File: src/rtl/syndrome_pkg.sv
package syndrome_pkg;
  typedef enum logic {PH_LOAD = 1'b0, PH_DRAIN = 1'b1} phase_t;
endpackage

File: src/rtl/syn_phase_ctrl.sv
module syn_phase_ctrl
  import syndrome_pkg::*;
#(
  parameter int N = 7,
  parameter int R = 3
) (
  input  logic clk,
  input  logic rst_n,
  input  logic in_valid,
  output logic in_ready,
  output logic load_en,
  output logic last_in,
  output logic drain_en,
  output logic word_start
);
  localparam int CW = $clog2(N);
  localparam logic [CW-1:0] LAST_IN  = CW'(N - 1);
  localparam logic [CW-1:0] LAST_OUT = CW'(R - 1);

  phase_t        phase;
  logic [CW-1:0] cnt;

  assign in_ready   = (phase == PH_LOAD);
  assign load_en    = in_ready && in_valid;
  assign last_in    = load_en && (cnt == LAST_IN);
  assign drain_en   = (phase == PH_DRAIN);
  assign word_start = in_ready && (cnt == '0);

  always_ff @(posedge clk or negedge rst_n) begin
    if (!rst_n) begin
      phase <= PH_LOAD;
      cnt   <= '0;
    end else if (phase == PH_LOAD) begin
      if (load_en) begin
        if (cnt == LAST_IN) begin
          phase <= PH_DRAIN;
          cnt   <= '0;
        end else begin
          cnt <= cnt + 1'b1;
        end
      end
    end else begin
      if (cnt == LAST_OUT) begin
        phase <= PH_LOAD;
        cnt   <= '0;
      end else begin
        cnt <= cnt + 1'b1;
      end
    end
  end
endmodule

File: src/rtl/syn_divider.sv
module syn_divider #(
  parameter int R = 3,
  parameter logic [R-1:0] GEN = 3'b101
) (
  input  logic         clk,
  input  logic         rst_n,
  input  logic         load_en,
  input  logic         drain_en,
  input  logic         in_bit,
  output logic [R-1:0] rem_q,
  output logic [R-1:0] rem_next
);
  logic fb;
  assign fb = rem_q[R-1];

  // one division step: multiply by x, add the new bit, reduce by g(x)
  genvar i;
  generate
    for (i = 0; i < R; i++) begin : g_stage
      if (i == 0) begin : g_first
        assign rem_next[i] = in_bit ^ (fb & GEN[i]);
      end else begin : g_rest
        assign rem_next[i] = rem_q[i-1] ^ (fb & GEN[i]);
      end
    end
  endgenerate

  always_ff @(posedge clk or negedge rst_n) begin
    if (!rst_n) begin
      rem_q <= '0;
    end else if (load_en) begin
      rem_q <= rem_next;
    end else if (drain_en) begin
      rem_q <= {rem_q[R-2:0], 1'b0};
    end
  end
endmodule

File: src/rtl/syndrome_serial.sv
module syndrome_serial #(
  parameter int N = 7,
  parameter int K = 4,
  parameter logic [N-K-1:0] GEN = 3'b101
) (
  input  logic           clk,
  input  logic           rst_n,
  input  logic           in_valid,
  input  logic           in_bit,
  output logic           in_ready,
  output logic           syn_valid,
  output logic [N-K-1:0] syn_par,
  output logic           syn_nz,
  output logic           ser_valid,
  output logic           ser_bit
);
  localparam int R = N - K;

  logic         load_en, last_in, drain_en, word_start;
  logic [R-1:0] rem_q, rem_next;
  logic         lfsr_zero;
  logic [R-1:0] syn_hold;
  logic         syn_pulse;

  syn_phase_ctrl #(.N(N), .R(R)) u_ctrl (
    .clk(clk), .rst_n(rst_n), .in_valid(in_valid), .in_ready(in_ready),
    .load_en(load_en), .last_in(last_in), .drain_en(drain_en),
    .word_start(word_start)
  );

  syn_divider #(.R(R), .GEN(GEN)) u_div (
    .clk(clk), .rst_n(rst_n), .load_en(load_en), .drain_en(drain_en),
    .in_bit(in_bit), .rem_q(rem_q), .rem_next(rem_next)
  );

  assign lfsr_zero = (rem_q == '0);

  always_ff @(posedge clk or negedge rst_n) begin
    if (!rst_n) begin
      syn_hold  <= '0;
      syn_pulse <= 1'b0;
    end else begin
      syn_pulse <= last_in;
      if (last_in) syn_hold <= rem_next;
    end
  end

  assign syn_valid = syn_pulse;
  assign syn_par   = syn_hold;
  assign syn_nz    = |syn_hold;
  assign ser_valid = drain_en;
  assign ser_bit   = rem_q[R-1];
endmodule

File: config.mk
export PLATFORM = sky130hd
export DESIGN_NAME = syndrome_serial
export DESIGN_NICKNAME = d
export VERILOG_FILES = /design/src/rtl/syndrome_pkg.sv /design/src/rtl/syn_phase_ctrl.sv /design/src/rtl/syn_divider.sv /design/src/rtl/syndrome_serial.sv
export SDC_FILE = /design/constraint.sdc
export NUM_CORES = 1
export LEC_CHECK = 0
export ABC_AREA = 1
export BUFFER_PORTS_ARGS = -buffer_cell sky130_fd_sc_hd__clkbuf_2
export CAP_MARGIN = 20
export CORE_AREA = 5 5 42 44
export CTS_BUF_LIST = sky130_fd_sc_hd__clkbuf_8
export CTS_CLUSTER_DIAMETER = 60
export DETAILED_ROUTE_END_ITERATION = 8
export DIE_AREA = 0 0 47 49
export PLACE_DENSITY = 0.64
export SYNTH_ARGS = -nofsm -noshare
export SYNTH_HDL_FRONTEND = slang
export SYNTH_SLANG_ARGS = --single-unit
File: constraint.sdc
create_clock -name clk -period 0.91 [get_ports clk]
set_clock_uncertainty 0.05 [all_clocks]
set_input_delay 0 -clock clk [delete_from_list [all_inputs] [get_ports clk]]
set_output_delay 0 -clock clk [all_outputs]
set_load 0.005 [all_outputs]
== Word level (Yosys, flattened, before mapping) ==
Cells that the tools add are included.

* Register bits after elaboration: 11
* Input port bits: 4
* Output and inout bits: 8

* Bitwise logic cells: 3
* Reductions and logical operators: 4
* Multiplexer cells: 10
* Eq/ne operators: 2
* Add/sub/neg operators: 1

{| class="wikitable"
|+ Operators by type and width
! cell !! count
|-
| 2-to-1 mux 3 bit || 6
|-
| 2-to-1 mux 1 bit || 4
|-
| adder 3 x 1 -> 3 bit, second input constant || 1
|-
| == test 3 x 2 -> 1 bit, second input constant || 1
|-
| == test 3 bit, second input constant || 1
|-
| OR reduction 3 bit || 1
|-
| logical AND 1 bit || 2
|-
| nonzero test 2 bit || 1
|-
| XOR 1 bit || 2
|-
| inverter 1 bit || 1
|}

== Logic depth before layout (Yosys ltp) ==
Gate-level depths: netlist of run 1.

* Depth in word-level cells: 4
* Gate-level depth with buffers: 6

== Modules after synthesis ==
A second synthesis of run 1 with hierarchy kept.

* Cells, all modules: 81
* Area total of the unflattened synthesis: 586.8 µm²

{| class="wikitable"
|+ By module, submodules not included
! module !! cells each !! times used !! area an instance (µm²)
|-
| syn_phase_ctrl || 36 || 1 || 252.7
|-
| syn_divider || 28 || 1 || 185.2
|-
| syndrome_serial || 17 || 1 || 148.9
|}

== Least setup slack after synthesis of run 1 ==
Ideal clock, no wire load.

* Path kind: register to register
* Start: register u_ctrl.phase, in the netlist u_ctrl.drain_en
* End: register u_ctrl.cnt[0]
* Slack: -0.096 ns
* Stages on the path, launching flop included: 4
* Arrival: 0.837 ns
* Data required time: 0.741 ns
* Buffers on the path: 0
* Library setup time: 0.119 ns
* Cell sequence: dfrtp_1 -> nor2_2 -> xor2_1 -> nor2_1

* Longest elaborated chain between the ends: 3

{| class="wikitable"
|+ Ends and longest elaborated chain
! what !! line !! RTL
|-
| from (decl) || syn_phase_ctrl.sv:20 || <nowiki>phase_t phase;</nowiki>
|-
| from (signal assigned) || syn_phase_ctrl.sv:31 || <nowiki>phase <= PH_LOAD;</nowiki>
|-
| from (signal assigned) || syn_phase_ctrl.sv:36 || <nowiki>phase <= PH_DRAIN;</nowiki>
|-
| from (signal assigned) || syn_phase_ctrl.sv:44 || <nowiki>phase <= PH_LOAD;</nowiki>
|-
| inverter 1 bit || - ||
|-
| logical AND 1 bit || syn_phase_ctrl.sv:24 || <nowiki>assign load_en = in_ready && in_valid;</nowiki>
|-
| nonzero test 2 bit (no line) || - ||
|-
| to (signal assigned) || syn_phase_ctrl.sv:39 || <nowiki>cnt <= cnt + 1'b1;</nowiki>
|-
| to (signal assigned) || syn_phase_ctrl.sv:47 || <nowiki>cnt <= cnt + 1'b1;</nowiki>
|-
| to (decl) || syn_phase_ctrl.sv:21 || <nowiki>logic [CW-1:0] cnt;</nowiki>
|}

Parallel ways exist; a longest one is shown, timed or not.
A chain may end at the register's enable or synchronous reset.

== Worst setup path after layout of run 1 ==
* Start: register syn_hold[2], in the netlist syn_par[2]
* End: output syn_nz

* Longest elaborated chain between the ends: 1

{| class="wikitable"
|+ Ends and longest elaborated chain
! what !! line !! RTL
|-
| from (decl) || syndrome_serial.sv:22 || <nowiki>logic [R-1:0] syn_hold;</nowiki>
|-
| from (signal assigned) || syndrome_serial.sv:44 || <nowiki>if (last_in) syn_hold <= rem_next;</nowiki>
|-
| OR reduction 3 bit || syndrome_serial.sv:50 || <nowiki>assign syn_nz = |syn_hold;</nowiki>
|-
| to (decl) || syndrome_serial.sv:13 || <nowiki>output logic syn_nz,</nowiki>
|}

Every way passes these cells.

==> reports/metrics.csv, run 1 <==
metric;value;unit
status;finished with violations;
violations;negative setup slack;
ir_drop;0.00209;V
finalNetCount;95;
grt.overflow.total;0;
hp-class;in -> reg;
p_leak;0.000444;µW
grt_start_max_net_pins;12;
utilization;0.614;
cts.clk_slew.worst_paths;0.05;ns
dp_slack;-0.0885;ns
cp-start-kind;flip-flop;
end_kind;output pin;
syn_area;526;µm²
rsz0062_at_grt;yes;
grt_pass1_vias;458;
hold_ws;0.0497;ns
boundaryPins;12;
powerDensity;3520;nW/µm²
cts_max_level;1;
timing.final.max_slew_violations;0;
viasPerCell;4.56;
setup_slack;-0.225;ns
clkSinkCount;11;
syn-num-nets;65;
synth_area_leaders;dfrtp_1, nand2_1, xor2_1;
synth.top_cell.area_share;0.524;
die_w;47;µm
yosysSeqAreaShare;0.524;
layout_commonest_cell;nand2_1;
relSlewSlack;0.811;
drc;0;
coreArea;1400;µm²
cts_buffers;3;
first_pass_iters;2;
drive_gt1_frac;0.522;
ys_ff_latch;11;
arrival;1.09;ns
max_cap_violations;0;
cts.path.max_buffers;2;
first_iter_violations;4;
clockRootBuffer;clkbuf_8;
num_vias;483;
fin_crit;1.14;ns
synth_cell_types;14;
grt_pass1_wl;1.92;mm
finalHoldViolCount;0;
wire_per_inst;11.5;µm
syn2layout_area_growth;63.8;%
yosysWarnings;0;
num_rows;14;
port_buffers;11;
dpl.hpwl;803;µm
antenna_left;0;
final_cell_mix;nand2_1, buf_6, clkbuf_2, dfrtp_1, buf_4;
synth_cells;61;
cp_max_fo;2;
die_area;2300;µm²
initial_core_util;0.375;
grt_usage;0.118;
syn_area_per_cell;8.61;µm²
grt_antenna_before_repair;0;
crit_type;reg -> out;
tritoncts;yes;
gp_congestion;0.827;
clock.fmax;881;MHz
antenna_cells;0;
nFillCells;123;
finalSetupViolCount;13;
yosysTopAreaCell;dfrtp_1;
wirelength;1.22;mm
die_h;49;µm
worstSkewPairLatency;0.24;ns
tightest_slew;0.284;ns
cp.required;0.86;ns
fin_crit_sh;1.25;
## sequential cells by signal, summed over array words and instances (netlist names)
register,cells
syn_par,3
syn_valid,1
u_ctrl.cnt,3
u_ctrl.drain_en,1
u_div.rem_q,3
## report_power, final
part	switching (µW)	total, µW	internal, µW
combinational	736	1610	873
clock	184	480	296
sequential	234	940	706
## critical path, stage by stage (launching register included)
cell	delay (ns)
dfrtp_1	0.37
or3_1	0.36
clkbuf_2	0.12
## Yosys cell counts
library cell	number
nand3_1	1
dfrtp_1	11
o21ai_0	2
nor2_4	1
nor2_1	6
xor2_1	4
nor2_2	2
nand2_4	1
or3_1	1
inv_1	4
nand3_2	2
nand2_1	21
a21oi_1	3
inv_2	2
## layout make-up
type	count	area [µm²]	share of cell area
clock buffer	3	41.3	0.0480
clock inverter	1	3.75	0.00436
inverter	6	25.0	0.0291
multi-input combinational	44	288	0.334
sequential	11	279	0.324
tap	16	20.0	0.0233
timing repair buffer	25	204	0.237
## what timing repair did
| item | 4_1_cts | 5_1_grt |
|---|---|---|
| hold buffers | 1 | 0 |
| buffers inserted | 2 | 2 |
| gates cloned | 0 | 0 |
| endpoints found under the hold margin | 11 | 0 |
| endpoints found under the setup margin | 11 | 17 |
| pin swaps | 4 | 9 |
| gates resized for setup | 7 | 20 |
## per-layer routing
layer	vias up	wire length (µm)	global-route usage
met5	-	0	0
met4	0	29	0.0829
met3	4	46	0.0332
met2	10	592	0.170
met1	222	555	0.144
li1	247	-	-
## final timing paths
kind	from	end	slack, ns	cells past startpoint
min	in_bit	syn_par[0]$_DFFE_PN0P_	0.05	4
min in group asynchronous	rst_n	u_div.rem_q[1]$_DFFE_PN0P_	0.13	2
min reg2reg	u_div.rem_q[0]$_DFFE_PN0P_	syn_par[1]$_DFFE_PN0P_	0.42	2
max reg2reg	u_ctrl.drain_en$_DFF_PN0_	u_ctrl.cnt[0]$_DFFE_PN0P_	-0.16	3
max	syn_par[2]$_DFFE_PN0P_	syn_nz	-0.23	2
max in group asynchronous	rst_n	u_ctrl.cnt[1]$_DFFE_PN0P_	0.44	2
## through the flow
stage	area [µm²]	cells	power, µW	setup TNS (ns)
6_report	861	106	3030	-1.54
5_1_grt	861	106	3260	-2.16
4_1_cts	769	104	2690	-1.25
3_5_place_dp	677	97	2060	-0.496
3_3_place_gp	677	97	2050	-0.398
2_1_floorplan	534	61	1510	-0.214
## cells by family (layout without fill, tap and decap cells)
logic type                count (synthesis)  in the layout  synth area share
xor gates and xnor gates                  4              4            0.0667
AOI/OAI and AO/OA                         5              5            0.0476
buffers and inverters                     6             35            0.0429
and+or+nand+nor                          35             35             0.319
DFF                                      11             11             0.524
(Power assumes the default switching activity.)
==> run 2, diff against run 1 <==
--- a/config.mk
+++ b/config.mk
@@ -13,7 +13,7 @@
 export CTS_CLUSTER_DIAMETER = 60
 export DETAILED_ROUTE_END_ITERATION = 8
 export DIE_AREA = 0 0 47 49
-export PLACE_DENSITY = 0.64
+export PLACE_DENSITY = 0.61
 export SYNTH_ARGS = -nofsm -noshare
 export SYNTH_HDL_FRONTEND = slang
 export SYNTH_SLANG_ARGS = --single-unit
==> constraint.sdc (replaced) <==
create_clock -name clk -period 1.15 [get_ports clk]
set_clock_uncertainty 0.05 [all_clocks]
set_input_delay 0 -clock clk [delete_from_list [all_inputs] [get_ports clk]]
set_output_delay 0 -clock clk [all_outputs]
set_load 0.005 [all_outputs]
==> run 2 against run 1 <==
Against the previous run: critical endpoint unchanged; wire length fell by 10%; combinational power decreased by 51%; die area unchanged; sequential share of layout area grew 7.4 points; design area shrank 20%; the run now ends clean.
==> reports/metrics.csv, run 2 (same netlist as run 1, synthesis figures left out) <==
metric;value;unit;change
antenna_cells;0;;unchanged
tightest_slew;0.274;ns;was 0.284 ns
finalSetupViolCount;0;;was 13
clock.fmax;878;MHz;
grt.overflow.total;0;;unchanged
first_iter_violations;10;;was 4
worstHoldStart;in_bit;;unchanged
cts.path.max_buffers;2;;unchanged
initial_core_util;0.375;;unchanged
grt_antenna_before_repair;0;;unchanged
p_leak;0.000377;µW;was 0.000444 µW
crit_type;reg -> out;;unchanged
antenna_left;0;;unchanged
cts.clk_slew.worst_paths;0.05;ns;about the same
final_area;691;µm²;was 861 µm²
grt_pass1_vias;383;;was 458
min_path_cells;4;;unchanged
dpl.hpwl;795;µm;was 803 µm
hold_ws;0.00522;ns;was 0.0497 ns
final_cell_mix;nand2_1, clkbuf_2, dfrtp_1;;was nand2_1, buf_6, clkbuf_2, dfrtp_1, buf_4
fin_crit;1.14;ns;
timing.final.max_slew_violations;0;;unchanged
first_pass_iters;4;;was 2
drc;0;;unchanged
worstSkewPairLatency;0.24;ns;about the same
arrival;1.09;ns;about the same
wirelength;1.10;mm;was 1.22 mm
ir_drop;0.00133;V;was 0.00209 V
total_power;1880;µW;was 3030 µW
layout_commonest_cell;nand2_1;;unchanged
viasPerCell;4.54;;was 4.56
cts_max_level;1;;unchanged
max_cap_violations;0;;unchanged
syn2layout_area_growth;31.4;%;was 63.8%
fin_crit_sh;0.990;;
cts_buffers;3;;unchanged
dp_slack;0.0668;ns;was -0.0885 ns
num_rows;14;;unchanged
wire_per_inst;11.3;µm;was 11.5 µm
grt_start_max_net_pins;12;;unchanged
relSlewSlack;0.817;;was 0.811
cp-start-kind;flip-flop;;unchanged
drive_gt1_frac;0.321;;was 0.522
grt_pass1_wl;1.73;mm;was 1.92 mm
grt_usage;0.106;;was 0.118
timing.rr.start;u_ctrl.drain_en$_DFF_PN0_;;unchanged
placed_cell_area;608;µm²;was 677 µm²
num_vias;440;;was 483
finalHoldViolCount;0;;unchanged
die_area;2300;µm²;unchanged
die_w;47;µm;unchanged
cp.required;1.10;ns;was 0.86 ns
port_buffers;11;;unchanged
r2r_end;u_div.rem_q[2]$_DFFE_PN0P_;;was u_ctrl.cnt[0]$_DFFE_PN0P_
clockRootBuffer;clkbuf_8;;unchanged
die_h;49;µm;unchanged
r2r_cells;4;;was 3
status;complete, no violations;;was finished with violations
r2r_slack;0.09;ns;was -0.16 ns
cp_max_fo;2;;unchanged
powerDensity;2720;nW/µm²;was 3520 nW/µm²
gp_congestion;0.860;;was 0.827
end_kind;output pin;;unchanged
boundaryPins;12;;unchanged
setup_slack;0.0116;ns;was -0.225 ns
tritoncts;yes;;unchanged
clkSinkCount;11;;unchanged
rsz0062_at_grt;yes;;unchanged
utilization;0.493;;was 0.614
hold_end;syn_par[0]$_DFFE_PN0P_;;unchanged
finalNetCount;86;;was 95
coreArea;1400;µm²;unchanged
hp-class;in -> reg;;unchanged
==> run 2: cell types whose count changed in the layout (fill, tap and decap cells not counted), moves of 2 or more <==
| cell | delta |
|---|---|
| buf_6 | -9 |
| buf_4 | -3 |
| clkbuf_2 | +3 |
| dfrtp_1 | +3 |
| dfrtp_2 | -3 |
| nand2_1 | +3 |
| nor2_1 | +3 |
| nor2_4 | -3 |
| nand2_4 | -2 |
| o21ai_0 | +2 |
==> run 2: how the worst max path moves through the flow <==
stage,cells past startpoint,start,to,slack [ns]
after detailed placement,3,u_ctrl.drain_en$_DFF_PN0_,u_ctrl.cnt[0]$_DFFE_PN0P_,0.07
after global placement,3,u_ctrl.drain_en$_DFF_PN0_,u_ctrl.cnt[0]$_DFFE_PN0P_,0.06
after CTS,2,syn_par[1]$_DFFE_PN0P_,syn_nz,0.01
final,2,syn_par[0]$_DFFE_PN0P_,syn_nz,0.01
after floorplan,3,u_ctrl.drain_en$_DFF_PN0_,u_ctrl.cnt[0]$_DFFE_PN0P_,0.14
after global routing,2,syn_par[0]$_DFFE_PN0P_,syn_nz,-0.03
==> run 2: final cells by class <==
cell class              instances  area, µm²
clock buffers                   3       41.3
clock inverters                 1       3.75
fillers                       145        711
inverters                       6       22.5
multi-input cells              44        233
flip-flops and latches         11        275
well taps                      16       20.0
repair buffers                 16       95.1
==> run 2: through the flow <==
stage          std cells  TNS (ns)
5_1_grt               97   -0.0285
4_1_cts               95         0
3_5_place_dp          89         0
6_report              97         0
2_1_floorplan         61         0
3_3_place_gp          89         0
==> run 2: critical path, cell delays in order, from the launching register on <==
cell      delay [ns]
dfrtp_1         0.37
or3_1           0.36
clkbuf_2        0.12
==> run 2: report_power, final <==
part           total, µW  switching, µW  internal (µW)
logic                786            434            353
registers            717            168            549
clock network        372            138            234
total               1880            740           1140
==> run 2: layer usage <==
layer,vias to the layer above,part of all wire,GRT usage
li1,229,-,-
met1,198,0.44,0.138
met2,11,0.48,0.138
met3,2,0.069,0.0664
met4,0,0.0091,0.0415
met5,-,0,0
==> run 2: what timing repair did <==
| item | CTS | global route |
|---|---|---|
| buffers inserted | 1 | 2 |
| endpoints found under the hold margin | 11 | 0 |
| pin swaps | 0 | 1 |
| resized for setup | 0 | 1 |
| hold buffers | 1 | 0 |
| setup endpoints to repair | 1 | 3 |
| gates cloned | 0 | 0 |
==> run 3, diff against run 2 <==
--- a/config.mk
+++ b/config.mk
@@ -8,12 +8,13 @@
 export ABC_AREA = 1
 export BUFFER_PORTS_ARGS = -buffer_cell sky130_fd_sc_hd__clkbuf_2
 export CAP_MARGIN = 20
-export CORE_AREA = 5 5 42 44
+export CORE_MARGIN = 5
+export CORE_UTILIZATION = 45
 export CTS_BUF_LIST = sky130_fd_sc_hd__clkbuf_8
 export CTS_CLUSTER_DIAMETER = 60
 export DETAILED_ROUTE_END_ITERATION = 8
-export DIE_AREA = 0 0 47 49
-export PLACE_DENSITY = 0.61
+export PLACE_DENSITY = 0.68
 export SYNTH_ARGS = -nofsm -noshare
 export SYNTH_HDL_FRONTEND = slang
+export SYNTH_HIERARCHICAL = 1
 export SYNTH_SLANG_ARGS = --single-unit
==> run 3 against run 2 <==
Against the previous run: die area shrank 9.2%; critical endpoint is now u_ctrl/cnt[1]$_DFFE_PN0P_; synthesized cell count grew 30%; worst setup slack gained 0.028 ns; combinational power grew 40%; flip-flop and latch count is the same; critical path type is now reg -> reg; design area grew 15%; largest cell class unchanged; core utilization grew 20 points; largest power group unchanged; total power grew 16%; area after synthesis grew 9.3%; non-clock buffer count grew 3; cell count grew 20%.
==> reports/metrics.csv, run 3 <==
metric;value;unit;change
clockRootBuffer;clkbuf_8;;unchanged
total_power;2180;µW;was 1880 µW
coreArea;1160;µm²;was 1400 µm²
boundaryPins;12;;unchanged
finalNetCount;107;;was 86
viasPerCell;4.53;;was 4.54
cts.clk_slew.worst_paths;0.05;ns;about the same
die_h;45.7;µm;was 49 µm
max_cap_violations;0;;unchanged
syn_area;574;µm²;was 526 µm²
cp.required;1.22;ns;was 1.10 ns
slowest_delay;0.43;ns;was 0.37 ns
grt_usage;0.137;;was 0.106
grt_pass1_vias;472;;was 383
wirelength;1.25;mm;was 1.10 mm
timing.final.max_slew_violations;0;;unchanged
gp_congestion;0.825;;was 0.860
nFillCells;107;;was 145
arrival;1.18;ns;was 1.09 ns
tritoncts;yes;;unchanged
syn_area_per_cell;7.27;µm²;was 8.61 µm²
final_cell_mix;nand2_1, clkbuf_2, dfrtp_1;;unchanged
grt_pass1_wl;1.99;mm;was 1.73 mm
cp_max_fo;6;;was 2
final_area;797;µm²;was 691 µm²
initial_core_util;0.497;;was 0.375
cp-start-kind;flip-flop;;unchanged
status;complete, no violations;;unchanged
yosysWarnings;6;;was 0
syn-num-nets;83;;was 65
dpl.hpwl;854;µm;was 795 µm
worstSkewPairLatency;0.24;ns;about the same
layout_commonest_cell;nand2_1;;unchanged
end_kind;flip-flop;;was output pin
fin_crit;1.11;ns;was 1.14 ns
grt_start_max_net_pins;12;;unchanged
path_delay_family;flip-flops;;unchanged
crit_path_cell_trace;buf_6 -> inv_4 -> nand2_4 -> a21oi_1 -> a21oi_2;;was or3_1 -> clkbuf_2
p_leak;0.000443;µW;was 0.000377 µW
hp-class;in -> reg;;unchanged
num_rows;12;;was 14
antenna_left;0;;unchanged
worst-path-buf-inv;2;;was 1
powerDensity;2740;nW/µm²;was 2720 nW/µm²
ir_drop;0.00147;V;was 0.00133 V
finalSetupViolCount;0;;unchanged
num_vias;525;;was 440
cts_buffers;3;;unchanged
first_pass_iters;4;;unchanged
relSlewSlack;0.810;;was 0.817
cpMaxStageDelayCell;dfrtp_2;;was dfrtp_1
crit_type;reg -> reg;;was reg -> out
die_area;2090;µm²;was 2300 µm²
synth_cells;79;;was 61
antenna_cells;0;;unchanged
first_iter_violations;8;;was 10
cts.path.max_buffers;2;;unchanged
port_buffers;11;;unchanged
finalHoldViolCount;0;;unchanged
syn2layout_area_growth;38.8;%;was 31.4%
clock.fmax;900;MHz;was 878 MHz
wire_per_inst;10.8;µm;was 11.3 µm
fin_crit_sh;0.966;;was 0.990
drc;0;;unchanged
grt.overflow.total;0;;unchanged
tightest_slew;0.285;ns;was 0.274 ns
cts_max_level;1;;unchanged
die_w;45.7;µm;was 47 µm
grt_antenna_before_repair;0;;unchanged
placed_cell_area;681;µm²;was 608 µm²
clkSinkCount;11;;unchanged
drive_gt1_frac;0.382;;was 0.321
rsz0062_at_grt;yes;;unchanged
==> run 3: area by class of cell <==
cell class | instances | area, µm² | share of cell area
Tap cell | 14 | 17.5 | 0.0220
Timing Repair Buffer | 19 | 125 | 0.157
Multi-Input combinational cell | 53 | 272 | 0.341
Clock buffer | 3 | 41.3 | 0.0518
Inverter | 15 | 61.3 | 0.0769
Sequential cell | 11 | 277 | 0.347
Clock inverter | 1 | 3.75 | 0.00471
==> run 3: final timing paths <==
path	slack, ns	end	start	depth (start not counted)
min in group asynchronous	0.13	syn_par[1]$_DFFE_PN0P_	rst_n	2
worst max-delay path	0.04	u_ctrl/cnt[1]$_DFFE_PN0P_	u_ctrl/drain_en$_DFF_PN0_	5
max in group asynchronous	0.68	u_ctrl/drain_en$_DFF_PN0_	rst_n	2
worst max register to register	0.04	u_ctrl/cnt[1]$_DFFE_PN0P_	u_ctrl/drain_en$_DFF_PN0_	5
worst min register to register	0.43	syn_par[1]$_DFFE_PN0P_	u_div/rem_q[0]$_DFFE_PN0P_	2
worst min-delay path	0.007	u_ctrl/cnt[0]$_DFFE_PN0P_	in_valid	4
==> run 3: what timing repair did <==
item	in CTS	in global routing
endpoints found under the setup margin	3	5
hold buffers	1	0
endpoints found under the hold margin	11	0
pin swaps	0	4
resized for setup	1	11
buffers inserted	0	3
==> run 3: tightest hold or removal path, stage by stage <==
cell      delay [ns]
clkbuf_2        0.09
nor2_1          0.06
nand2_1         0.06
nand2_1         0.04
==> run 3: report_power, final <==
part / internal (µW) / switching (µW) / leakage [µW] / total (µW)
registers: 555 / 159 / 0.000139 / 714
clock network: 234 / 138 / 0.0000269 / 372
logic: 491 / 605 / 0.000277 / 1100
total: 1280 / 903 / 0.000443 / 2180
==> run 3: through the flow <==
step	hold slack, ns	utilization	setup slack (ns)	setup TNS, ns	cells
after floorplan	-0.346	-	0.0153	0	79
after global placement	-0.162	0.589	0.00411	0	108
after detailed placement	-0.156	0.589	0.00885	0	108
after CTS	0.00193	0.636	0.0146	0	113
after global routing	0.0329	0.689	-0.0140	-0.0260	116
final	0.00651	0.689	0.0391	0	116
==> run 3: per-layer routing <==
metal | vias to the layer above | part of all wire | global-route usage
met2 | 14 | 0.46 | 0.192
met5 | - | 0 | 0
met4 | 0 | 0.013 | 0.0852
met3 | 2 | 0.066 | 0.0435
li1 | 281 | - | -
met1 | 228 | 0.46 | 0.178
